==> src/rtl/ttt_pkg.sv <==
package ttt_pkg;
    // Width of the temperature code bus.
    localparam int TEMP_W = 12;

    // Tap move chosen in a cycle.
    typedef enum logic [1:0] {
        MV_NONE = 2'd0,
        MV_UP   = 2'd1,
        MV_DOWN = 2'd2
    } move_e;
endpackage

==> src/rtl/tt_rise_detect.sv <==
module tt_rise_detect (
    input  logic clk,
    input  logic rst,
    input  logic level,
    output logic rise
);
    logic seen_q;
    logic seen_d;

    always_comb begin
        seen_d = level;
    end

    // During reset the level is tracked, so an enable held high across the
    // release of reset is not taken for a rising edge.
    always_ff @(posedge clk) begin
        seen_q <= seen_d;
    end

    assign rise = level && !seen_q && !rst;
endmodule

==> src/rtl/tt_drift_cmp.sv <==
module tt_drift_cmp #(
    parameter int TEMP_W = 12,
    parameter int STEP   = 10
) (
    input  logic [TEMP_W-1:0] cur,
    input  logic [TEMP_W-1:0] ref_t,
    output logic              hot,
    output logic              cold
);
    localparam logic signed [TEMP_W:0] LIM = (TEMP_W+1)'(STEP);

    logic signed [TEMP_W:0] diff;

    always_comb begin
        diff = $signed({1'b0, cur}) - $signed({1'b0, ref_t});
        hot  = diff > LIM;
        cold = diff < -LIM;
    end
endmodule

==> src/rtl/tt_tap_limit.sv <==
module tt_tap_limit #(
    parameter int TAP_W    = 6,
    parameter int MAX_TAPS = 16
) (
    input  logic signed [TAP_W-1:0] taps,
    output logic                    can_up,
    output logic                    can_down
);
    localparam logic signed [TAP_W-1:0] HI = TAP_W'(MAX_TAPS);
    localparam logic signed [TAP_W-1:0] LO = -HI;

    always_comb begin
        can_up   = taps < HI;
        can_down = taps > LO;
    end
endmodule

==> src/rtl/thermal_tap_tracker.sv <==
module thermal_tap_tracker
    import ttt_pkg::*;
#(
    parameter int STEP     = 10,
    parameter int MAX_TAPS = 16
) (
    input  logic              clk,
    input  logic              rst,
    input  logic              cal_done,
    input  logic              sample_en,
    input  logic [TEMP_W-1:0] temp_code,
    output logic              tap_inc_req,
    output logic              tap_dec_req,
    input  logic              tap_ack
);
    localparam int TAP_W = $clog2(MAX_TAPS + 1) + 1;
    localparam logic signed [TAP_W-1:0] TAP_HI  = TAP_W'(MAX_TAPS);
    localparam logic signed [TAP_W-1:0] TAP_LO  = -TAP_HI;
    localparam logic signed [TAP_W-1:0] TAP_ONE = TAP_W'(1);
    localparam logic [TEMP_W-1:0]       STEP_T  = TEMP_W'(STEP);

    typedef struct packed {
        logic                    base_ok;
        logic [TEMP_W-1:0]       ref_t;
        logic signed [TAP_W-1:0] taps;
        logic                    busy;
        logic                    inc;
        logic                    dec;
    } state_t;

    state_t s_q, s_d;
    logic   en_rise;
    logic   hot, cold;
    logic   can_up, can_down;
    move_e  move;

    tt_rise_detect u_edge (
        .clk   (clk),
        .rst   (rst),
        .level (sample_en),
        .rise  (en_rise)
    );

    tt_drift_cmp #(.TEMP_W(TEMP_W), .STEP(STEP)) u_cmp (
        .cur   (temp_code),
        .ref_t (s_q.ref_t),
        .hot   (hot),
        .cold  (cold)
    );

    tt_tap_limit #(.TAP_W(TAP_W), .MAX_TAPS(MAX_TAPS)) u_lim (
        .taps     (s_q.taps),
        .can_up   (can_up),
        .can_down (can_down)
    );

    always_comb begin
        s_d     = s_q;
        s_d.inc = 1'b0;
        s_d.dec = 1'b0;
        move    = MV_NONE;

        if (s_q.busy && tap_ack) begin
            s_d.busy = 1'b0;
        end

        if (en_rise && cal_done) begin
            if (!s_q.base_ok) begin
                s_d.base_ok = 1'b1;
                s_d.ref_t   = temp_code;
            end else if (!s_q.busy) begin
                if (hot && can_down) begin
                    move = MV_DOWN;
                end else if (cold && can_up) begin
                    move = MV_UP;
                end
            end
        end

        case (move)
            MV_DOWN: begin
                s_d.dec   = 1'b1;
                s_d.busy  = 1'b1;
                s_d.ref_t = s_q.ref_t + STEP_T;
                s_d.taps  = s_q.taps - TAP_ONE;
            end
            MV_UP: begin
                s_d.inc   = 1'b1;
                s_d.busy  = 1'b1;
                s_d.ref_t = s_q.ref_t - STEP_T;
                s_d.taps  = s_q.taps + TAP_ONE;
            end
            default: ;
        endcase
    end

    always_ff @(posedge clk) begin
        if (rst) begin
            s_q.base_ok <= 1'b0;
            s_q.ref_t   <= '0;
            s_q.taps    <= '0;
            s_q.busy    <= 1'b0;
            s_q.inc     <= 1'b0;
            s_q.dec     <= 1'b0;
        end else begin
            s_q <= s_d;
        end
    end

    assign tap_inc_req = s_q.inc;
    assign tap_dec_req = s_q.dec;

    // a request can only follow a clock where the enable had just risen
    a_r1_edge_only: assert property (@(posedge clk) disable iff (rst)
        (tap_inc_req || tap_dec_req) |-> ($past(sample_en) && !$past(sample_en, 2)));

    // nothing moves while calibration is not done
    a_r2_wait_cal: assert property (@(posedge clk) disable iff (rst)
        !cal_done |=> !(tap_inc_req || tap_dec_req));

    // without a baseline no request can follow
    a_r3_baseline_first: assert property (@(posedge clk) disable iff (rst)
        !s_q.base_ok |=> !(tap_inc_req || tap_dec_req));

    // each decrement raises the reference by one step
    a_r5_ref_shift: assert property (@(posedge clk) disable iff (rst)
        tap_dec_req |-> (s_q.ref_t == $past(s_q.ref_t) + STEP_T));

    // pulses last one cycle and never overlap
    a_r6_one_cycle: assert property (@(posedge clk) disable iff (rst)
        (tap_inc_req || tap_dec_req) |=> !(tap_inc_req || tap_dec_req));
    a_r6_exclusive: assert property (@(posedge clk) disable iff (rst)
        !(tap_inc_req && tap_dec_req));

    // while waiting for acknowledge no new request appears
    a_r7_hold_for_ack: assert property (@(posedge clk) disable iff (rst)
        (s_q.busy && !tap_ack) |=> !(tap_inc_req || tap_dec_req));

    // tap count stays inside the bound
    a_r8_tap_bound: assert property (@(posedge clk) disable iff (rst)
        (s_q.taps <= TAP_HI) && (s_q.taps >= TAP_LO));

    // a move changes the count by exactly one
    a_r9_single_step: assert property (@(posedge clk) disable iff (rst)
        tap_inc_req |-> (s_q.taps == $past(s_q.taps) + TAP_ONE));
endmodule

==> config.mk <==
export PLATFORM = sky130hd
export DESIGN_NAME = thermal_tap_tracker
export DESIGN_NICKNAME = d
export VERILOG_FILES = /design/src/rtl/ttt_pkg.sv /design/src/rtl/tt_rise_detect.sv /design/src/rtl/tt_drift_cmp.sv /design/src/rtl/tt_tap_limit.sv /design/src/rtl/thermal_tap_tracker.sv
export SDC_FILE = /design/constraint.sdc
export NUM_CORES = 1
export LEC_CHECK = 0
export CAP_MARGIN = 30
export CORE_MARGIN = 4
export CORE_UTILIZATION = 45
export CTS_CLUSTER_DIAMETER = 40
export DETAILED_ROUTE_END_ITERATION = 16
export PLACE_DENSITY_LB_ADDON = 0.2
export SLEW_MARGIN = 20
export SYNTH_ARGS = -nofsm -noshare
export SYNTH_HDL_FRONTEND = slang
export SYNTH_SLANG_ARGS = --single-unit
==> constraint.sdc <==
create_clock -name clk -period 11.95 [get_ports clk]
set_input_delay 2.39 -clock clk [delete_from_list [all_inputs] [get_ports clk]]
set_output_delay 2.39 -clock clk [all_outputs]
set_load 0.03 [all_outputs]
==> results of run 1 <==
-- routing by layer --
layer  GRT usage (%)  vias up  routed length, um
met5               0        -                  0
met4            4.05        0                 44
met3            1.46        7                133
met2            28.7       29               2510
met1            24.4     1005               2740
li1                -     1134                  -
-- cell families after synthesis --
| family | share of synthesized area [%] |
|---|---|
| AO/OA/AOI/OAI | 30.1 |
| AND/OR/NAND/NOR | 19.3 |
| buffers and inverters | 6.30 |
| adder cells (fa/ha/maj) | 17.0 |
| flip-flops | 19.6 |
| XOR/XNOR | 5.98 |
| multiplexers | 1.71 |
-- registers in the layout (all words and copies together) (netlist names) --
signal	flops
s_q	20
tap_dec_req	1
tap_inc_req	1
u_edge.seen_q	1
-- worst min-delay path: stages, from the launching register on --
cell                      delay (ns)
sky130_fd_sc_hd__dfxtp_1        0.32
sky130_fd_sc_hd__nand2_1        0.05
sky130_fd_sc_hd__a21oi_1        0.05
-- metrics by stage --
step / setup slack (ns) / area [sq um] / utilization, %
3_5_place_dp: 4.09 / 2570 / 50.6
5_1_grt: 3.95 / 2610 / 51.5
3_3_place_gp: 4.24 / 2570 / 50.6
2_1_floorplan: 5.17 / 2340 / -
4_1_cts: 4.36 / 2610 / 51.5
6_report: 4.34 / 2610 / 51.5
-- worst max path at each step --
stage                 startpoint              endpoint  slack [ns]  cells after the start
finish              temp_code[0]  s_q[17]$_SDFFE_PP0P_        4.34                     19
detailed placement  temp_code[0]  s_q[17]$_SDFFE_PP0P_        4.09                     19
global placement    temp_code[0]  s_q[17]$_SDFFE_PP0P_        4.24                     19
global route        temp_code[0]  s_q[20]$_SDFFE_PP0P_        3.95                     19
CTS                 temp_code[0]  s_q[20]$_SDFFE_PP0P_        4.36                     19
floorplan           temp_code[0]  s_q[17]$_SDFFE_PP0P_        5.17                     19
-- power groups by stage --
stage | Clock (mW) | Sequential [mW] | Combinational, mW
finish | 0.0503 | 0.0804 | 0.0541
global route | 0.0549 | 0.0806 | 0.0603
CTS | 0.0524 | 0.0803 | 0.0540
detailed placement | 0 | 0.0822 | 0.0536
global placement | 0 | 0.0821 | 0.0533
floorplan | 0 | 0.0816 | 0.0401
-- cells in the final DEF, fill, tap and decap left out, types with 3 or more instances in the layout --
cell type / n
sky130_fd_sc_hd__o21ai_0: 9
sky130_fd_sc_hd__nand2_1: 22
sky130_fd_sc_hd__a311oi_1: 4
sky130_fd_sc_hd__nor4_1: 5
sky130_fd_sc_hd__mux2i_1: 4
sky130_fd_sc_hd__a21oi_1: 25
sky130_fd_sc_hd__clkdlybuf4s50_1: 18
sky130_fd_sc_hd__ha_1: 27
sky130_fd_sc_hd__fa_1: 3
sky130_fd_sc_hd__o41ai_1: 3
sky130_fd_sc_hd__clkbuf_8: 3
sky130_fd_sc_hd__nor3_1: 11
sky130_fd_sc_hd__o211ai_1: 5
sky130_fd_sc_hd__xnor2_1: 12
sky130_fd_sc_hd__nor2_1: 29
sky130_fd_sc_hd__a21o_1: 10
sky130_fd_sc_hd__dfxtp_1: 23
sky130_fd_sc_hd__nand3_1: 3
sky130_fd_sc_hd__xor2_1: 4
sky130_fd_sc_hd__nand2b_1: 3
sky130_fd_sc_hd__a211oi_1: 7
sky130_fd_sc_hd__inv_1: 22
sky130_fd_sc_hd__nor2b_1: 5
sky130_fd_sc_hd__a31oi_1: 4
-- cell type report --
| class | instances | share of cell area (%) |
|---|---|---|
| tap | 70 | 3.35 |
| timing repair buffer | 20 | 7.47 |
| multi-input combinational | 241 | 66.5 |
| sequential | 23 | 17.6 |
| clock inverter | 1 | 0.192 |
| clock buffer | 3 | 1.58 |
| inverter | 23 | 3.30 |
==> metrics.json, run 1 <==
{
  "outcome": {
    "result_of_the_run": "completed"
  },
  "hold_path": {
    "min_delay_path_depth": 2,
    "worstHoldPathType": "reg -> reg",
    "min_delay_worst_endpoint": "s_q[9]$_SDFFE_PP0P_",
    "hp-start": "s_q[9]$_SDFFE_PP0P_"
  },
  "timing": {
    "final_period_minus_worst_setup_slack_ns": 7.61,
    "tightest_slew_ns": 0.920,
    "period_share_pct": 63.7,
    "worst_clock_skew_ns": 0.00487,
    "fmaxAchievable_ghz": 0.131,
    "final.hold.worst_slack_ns": 0.471,
    "grt_setup_unrepaired": "false",
    "finalHoldViolCount": 0,
    "slew-limit-headroom_pct": 38.5,
    "setup-violations-final": 0,
    "setup_tns_ns": 0,
    "finalMaxSlewViolations": 0
  },
  "clock_network": {
    "cts_sinks": 23,
    "cts-buffers-inserted": 3,
    "tritoncts": "done",
    "worstSkewPairLatency_ns": 0.27,
    "cts-resized-gates": 0,
    "clock-root-buffer": "sky130_fd_sc_hd__clkbuf_8",
    "worst_case_clock_buffer_depth": 2,
    "htree_levels": 1,
    "ctsHoldBuffers": 0,
    "clk_pin_slew_ns": 0.09,
    "postCtsSetupBuffers": 0
  },
  "logic_synthesis": {
    "postSynthNetCount": 346,
    "syn-instance-count": 299,
    "ys_async_sr_fraction_pct": 0,
    "synth.largest_area_cell": "sky130_fd_sc_hd__dfxtp_1",
    "ys_seq_area_share_pct": 19.6,
    "synth-main-ff-cell": "sky130_fd_sc_hd__dfxtp_1",
    "synth_most_common_cell": "sky130_fd_sc_hd__nor2_1",
    "distinct_cells_synth": 62,
    "syn_area_per_cell_sq_um": 7.84,
    "netlist_area_sq_um": 2340,
    "yosys-top-cells-area": "sky130_fd_sc_hd__dfxtp_1 20%, sky130_fd_sc_hd__ha_1 14%, sky130_fd_sc_hd__a21oi_1 5.3%",
    "synth_edf_count": 0,
    "yosys-top-cells-count": "29 x sky130_fd_sc_hd__nor2_1, 27 x sky130_fd_sc_hd__ha_1, 25 x sky130_fd_sc_hd__a21oi_1",
    "synth-seq-cells": 23,
    "synth_top_area_share_pct": 19.6,
    "synthesis.yosys.warnings": 0
  },
  "global_route": {
    "grt_remaining_overflow": 0,
    "track_usage_pct": 17.4,
    "first_global_vias": 1996,
    "grt_first_pass_wirelength_um": 9090,
    "grt_max_degree": 30,
    "grt_antenna_before_repair": 0
  },
  "die": {
    "placement_rows": 26,
    "ioPinCount": 19,
    "dieHeight_um": 80.2,
    "coreArea_sq_um": 5070,
    "die_area_sq_um": 6430,
    "die_width_um": 80.2,
    "initial_core_util_pct": 46.2
  },
  "drt": {
    "route.vias.total": 2175,
    "detailedRoute.firstIterationViolations": 86,
    "route.detailed.wl_per_inst_um": 14.2,
    "detail_route.wirelength_um": 5420,
    "drc": 0,
    "detail-route-antenna-nets": 0,
    "drt_pre_antenna_iters": 4,
    "route.detailed.vias_per_inst": 5.71
  },
  "worst_setup_path": {
    "critical-path-top-delay-family": "adder cells",
    "critical_path_arrival_ns": 7.78,
    "worst-setup-path-type": "in -> reg",
    "worstPathBufferInverterCount": 3,
    "critical_path_slowest_stage_cell": "sky130_fd_sc_hd__ha_1",
    "timing.critical_path.from_type": "primary input",
    "timing.critical_path.fanout_max": 19,
    "crit-reg2reg-capture": "s_q[17]$_SDFFE_PP0P_",
    "rr_worst_depth": 17,
    "cp_cell_sequence": "clkdlybuf4s50_1 > inv_1 > ha_1 > fa_1 > nand2b_1 > a21o_1 > and3_1 > a2111oi_0 > nand4_1 > o41ai_1 > ha_1 > inv_1 > ha_1 > o21ai_0 > o21bai_1 > a21boi_0 > or4_1 > a21o_1 > a311oi_1",
    "timing.critical_path.slowest_cell_delay_ns": 0.71,
    "critPathRequiredTime_ns": 12.12,
    "timing.critical_path.mode_cell": "sky130_fd_sc_hd__ha_1",
    "reg2reg_from": "s_q[10]$_SDFFE_PP0P_",
    "endpoint_kind": "register",
    "regToRegSetupSlack_ns": 6.66
  },
  "power_and_ir_drop": {
    "seq_power_share_pct": 43.5,
    "switchingPower_uw": 58.5,
    "p_leak_nw": 1.01,
    "power_density_nw_per_um2": 70.7,
    "share_comb_of_total_power_pct": 29.3,
    "power_switching_share_pct": 31.7,
    "vdd_ir_drop_max_uv": 33.9,
    "p_int_uw": 126,
    "share_clk_of_total_power_pct": 27.2,
    "finalPower_uw": 185
  },
  "place": {
    "hpwlAfterDp_um": 4170,
    "portBuffers": 18,
    "finalWeightedCongestion": 0.844,
    "place_inst": 377
  },
  "final_layout": {
    "filler_cell_count": 518,
    "num_antenna_cells": 0,
    "area_of_the_multi_input_gates_sq_um": 1740,
    "area_growth_pct": 11.4,
    "finalNetCount": 359,
    "final-seq-area_sq_um": 460,
    "fraction_of_final_layout_cells_with_drive_strength_greater_than_1_pct": 4.18,
    "finalNonFillerCells": 381
  },
  "flow_run": {
    "maxCapViolCount": 0
  }
}
(Power assumes the default switching activity.)
==> run 2, diff against run 1 <==
- clock period: 11.95 -> 6.9 ns (I/O delays scaled with it)
==> metrics.json, run 2 (same netlist as run 1, synthesis figures left out) <==
{
  "outcome": {
    "result_of_the_run": "completed"
  },
  "worst_setup_path": {
    "rr_worst_depth": {"value": 17, "change": "unchanged"},
    "worst-setup-path-type": "in -> reg",
    "critical_path_slowest_stage_cell": "sky130_fd_sc_hd__clkdlybuf4s50_1",
    "endpoint_kind": "register",
    "timing.critical_path.slowest_cell_delay": {"value": 0.48, "unit": "ns", "change": "-0.23 ns"},
    "crit-reg2reg-capture": "s_q[20]$_SDFFE_PP0P_",
    "critical_path_arrival": {"value": 6.18, "unit": "ns", "change": "-1.60 ns"},
    "reg2reg_from": "s_q[9]$_SDFFE_PP0P_",
    "timing.critical_path.from_type": "primary input",
    "cp_cell_sequence": "clkdlybuf4s50_1 > inv_1 > ha_1 > fa_1 > nand2b_1 > a21o_1 > a211o_1 > a21o_1 > a221oi_1 > o41ai_1 > ha_1 > buf_4 > fa_1 > a211oi_1 > o21ai_1 > a21oi_1 > o21ai_0 > xnor2_1 > o41ai_1",
    "critPathRequiredTime": {"value": 7.07, "unit": "ns", "change": "-5.05 ns"},
    "timing.critical_path.fanout_max": {"value": 18, "change": "-1"},
    "regToRegSetupSlack": {"value": 2.22, "unit": "ns", "change": "-4.44 ns"}
  },
  "die": {
    "coreArea": {"value": 5070, "unit": "sq um", "change": "unchanged"},
    "dieHeight": {"value": 80.2, "unit": "um", "change": "unchanged"},
    "ioPinCount": {"value": 19, "change": "unchanged"},
    "initial_core_util": {"value": 46.2, "unit": "%", "change": "unchanged"},
    "die_width": {"value": 80.2, "unit": "um", "change": "unchanged"},
    "placement_rows": {"value": 26, "change": "unchanged"},
    "die_area": {"value": 6430, "unit": "sq um", "change": "unchanged"}
  },
  "power_and_ir_drop": {
    "vdd_ir_drop_max": {"value": 69.0, "unit": "uV", "change": "+100%"},
    "power_density": {"value": 122, "unit": "nW/um^2", "change": "+73%"},
    "p_leak": {"value": 1.01, "unit": "nW", "change": "+0.75%"}
  },
  "global_route": {
    "grt_first_pass_wirelength": {"value": 9450, "unit": "um", "change": "+3.9%"},
    "grt_max_degree": {"value": 25, "change": "-17%"},
    "first_global_vias": {"value": 2045, "change": "+2.5%"},
    "grt_remaining_overflow": {"value": 0, "change": "unchanged"},
    "track_usage": {"value": 17.9, "unit": "%", "change": "+0.55 points"},
    "grt_antenna_before_repair": {"value": 0, "change": "unchanged"}
  },
  "timing": {
    "slew-limit-headroom": {"value": 64.2, "unit": "%", "change": "+26 points"},
    "worst_clock_skew": {"value": 0.00311, "unit": "ns", "change": "-0.00176 ns"},
    "slack_of_the_critical_path": {"value": 0.893, "unit": "ns", "change": "-3.44 ns"},
    "tightest_slew": {"value": 0.530, "unit": "ns", "change": "-0.390 ns"},
    "fmaxAchievable_ghz": 0.166,
    "setup_tns": {"value": 0, "unit": "ns", "change": "unchanged"},
    "final_period_minus_worst_setup_slack_ns": 6.01,
    "finalMaxSlewViolations": {"value": 0, "change": "unchanged"},
    "period_share_pct": 87.1,
    "finalHoldViolCount": {"value": 0, "change": "unchanged"},
    "grt_setup_unrepaired": "false",
    "setup-violations-final": {"value": 0, "change": "unchanged"}
  },
  "drt": {
    "detail-route-antenna-nets": {"value": 0, "change": "unchanged"},
    "route.detailed.vias_per_inst": {"value": 5.68, "change": "-0.52%"},
    "detailedRoute.firstIterationViolations": {"value": 101, "change": "+17%"},
    "drt_pre_antenna_iters": {"value": 4, "change": "unchanged"},
    "route.detailed.wl_per_inst": {"value": 14.3, "unit": "um", "change": "+0.80%"},
    "drc": {"value": 0, "change": "unchanged"},
    "route.vias.total": {"value": 2175, "change": "unchanged"},
    "detail_route.wirelength": {"value": 5500, "unit": "um", "change": "+1.3%"}
  },
  "final_layout": {
    "postLayoutCoreUtil": {"value": 51.8, "unit": "%", "change": "+0.27 points"},
    "fraction_of_final_layout_cells_with_drive_strength_greater_than_1": {"value": 4.47, "unit": "%", "change": "+0.29 points"},
    "finalNonFillerCells": {"value": 383, "change": "+0.52%"},
    "layout.cells.most_common_list": "29 x sky130_fd_sc_hd__nor2_1, 27 x sky130_fd_sc_hd__ha_1, 25 x sky130_fd_sc_hd__a21oi_1",
    "layout.cells.most_common": "sky130_fd_sc_hd__nor2_1",
    "top_register": "s_q",
    "largest_register_ffs": {"value": 20, "change": "unchanged"},
    "filler_cell_count": {"value": 533, "change": "+2.9%"},
    "area_growth_pct": 12.0,
    "num_antenna_cells": {"value": 0, "change": "unchanged"},
    "finalNetCount": {"value": 361, "change": "+0.56%"}
  },
  "clock_network": {
    "postCtsSetupBuffers": {"value": 0, "change": "unchanged"},
    "cts-resized-gates": {"value": 0, "change": "unchanged"},
    "worstSkewPairLatency": {"value": 0.27, "unit": "ns", "change": "about the same"},
    "ctsHoldBuffers": {"value": 0, "change": "unchanged"},
    "worst_case_clock_buffer_depth": {"value": 2, "change": "unchanged"},
    "clock-root-buffer": "sky130_fd_sc_hd__clkbuf_8",
    "cts-buffers-inserted": {"value": 3, "change": "unchanged"},
    "htree_levels": {"value": 1, "change": "unchanged"},
    "tritoncts": "done",
    "cts_sinks": {"value": 23, "change": "unchanged"},
    "clk_pin_slew": {"value": 0.09, "unit": "ns", "change": "about the same"}
  },
  "place": {
    "hpwlAfterDp": {"value": 4220, "unit": "um", "change": "+1.2%"},
    "place_worst_setup_slack": {"value": 0.644, "unit": "ns", "change": "-3.45 ns"},
    "portBuffers": {"value": 18, "change": "unchanged"},
    "finalWeightedCongestion": {"value": 0.895, "change": "+6.0%"},
    "place_inst": {"value": 379, "change": "+0.53%"}
  },
  "hold_path": {
    "min_delay_path_depth": {"value": 2, "change": "unchanged"},
    "hp-start": "s_q[9]$_SDFFE_PP0P_",
    "worstHoldPathType": "reg -> reg",
    "min_delay_worst_endpoint": "s_q[9]$_SDFFE_PP0P_"
  },
  "flow_run": {
    "maxCapViolCount": {"value": 0, "change": "unchanged"}
  }
}
run 2: worst max path at each step:
stage                     cells after the start  slack (ns)         start              endpoint
after global routing                         19        0.48  temp_code[0]  s_q[20]$_SDFFE_PP0P_
after CTS                                    19        0.93  temp_code[0]  s_q[17]$_SDFFE_PP0P_
after global placement                       19        0.74  temp_code[0]  s_q[20]$_SDFFE_PP0P_
after detailed placement                     19        0.64  temp_code[0]  s_q[17]$_SDFFE_PP0P_
after floorplan                              19        1.13  temp_code[0]  s_q[17]$_SDFFE_PP0P_
final                                        19        0.89  temp_code[0]  s_q[20]$_SDFFE_PP0P_
run 2: power breakdown:
| group | switching (mW) | total (mW) | internal (mW) |
|---|---|---|---|
| Combinational | 0.0519 | 0.0946 | 0.0427 |
| Clock | 0.0459 | 0.0872 | 0.0413 |
| Sequential | 0.00297 | 0.139 | 0.136 |
| Total | 0.101 | 0.321 | 0.220 |
run 2: through the flow:
stage	hold WS (ns)	area, sq um	power [mW]
2_1_floorplan	0.440	2340	0.211
3_3_place_gp	0.452	2580	0.235
3_5_place_dp	0.474	2580	0.236
4_1_cts	0.486	2630	0.324
5_1_grt	0.513	2630	0.343
6_report	0.479	2630	0.321
run 2: area by class of cell:
type	instances	area [sq um]	share of cell area, %
Inverter	23	86.3	3.29
Sequential cell	23	460	17.5
Tap cell	70	87.6	3.33
Multi-Input combinational cell	241	1740	66.1
Clock buffer	4	45.0	1.72
Timing Repair Buffer	22	210	8.00
run 2: per-layer routing:
metal / wire (um) / global-route usage [%]
met5: 0 / 0
met4: 34 / 2.53
met3: 177 / 2.02
met2: 2440 / 29.7
met1: 2840 / 25.4
run 2: worst max-delay path: cells and delay by family:
kind	cells	cell delay [ns]
compound gates	10	2.43
fa+ha+maj	4	1.29
buf+inv	3	0.75
simple gates	1	0.20
xor+xnor	1	0.14
==> run 3, diff against run 2 <==
- GPL_ROUTABILITY_DRIVEN: not set -> 0
==> results of run 3 <==
Same layout as run 2: the final DEF is identical, and so are final timing and power.
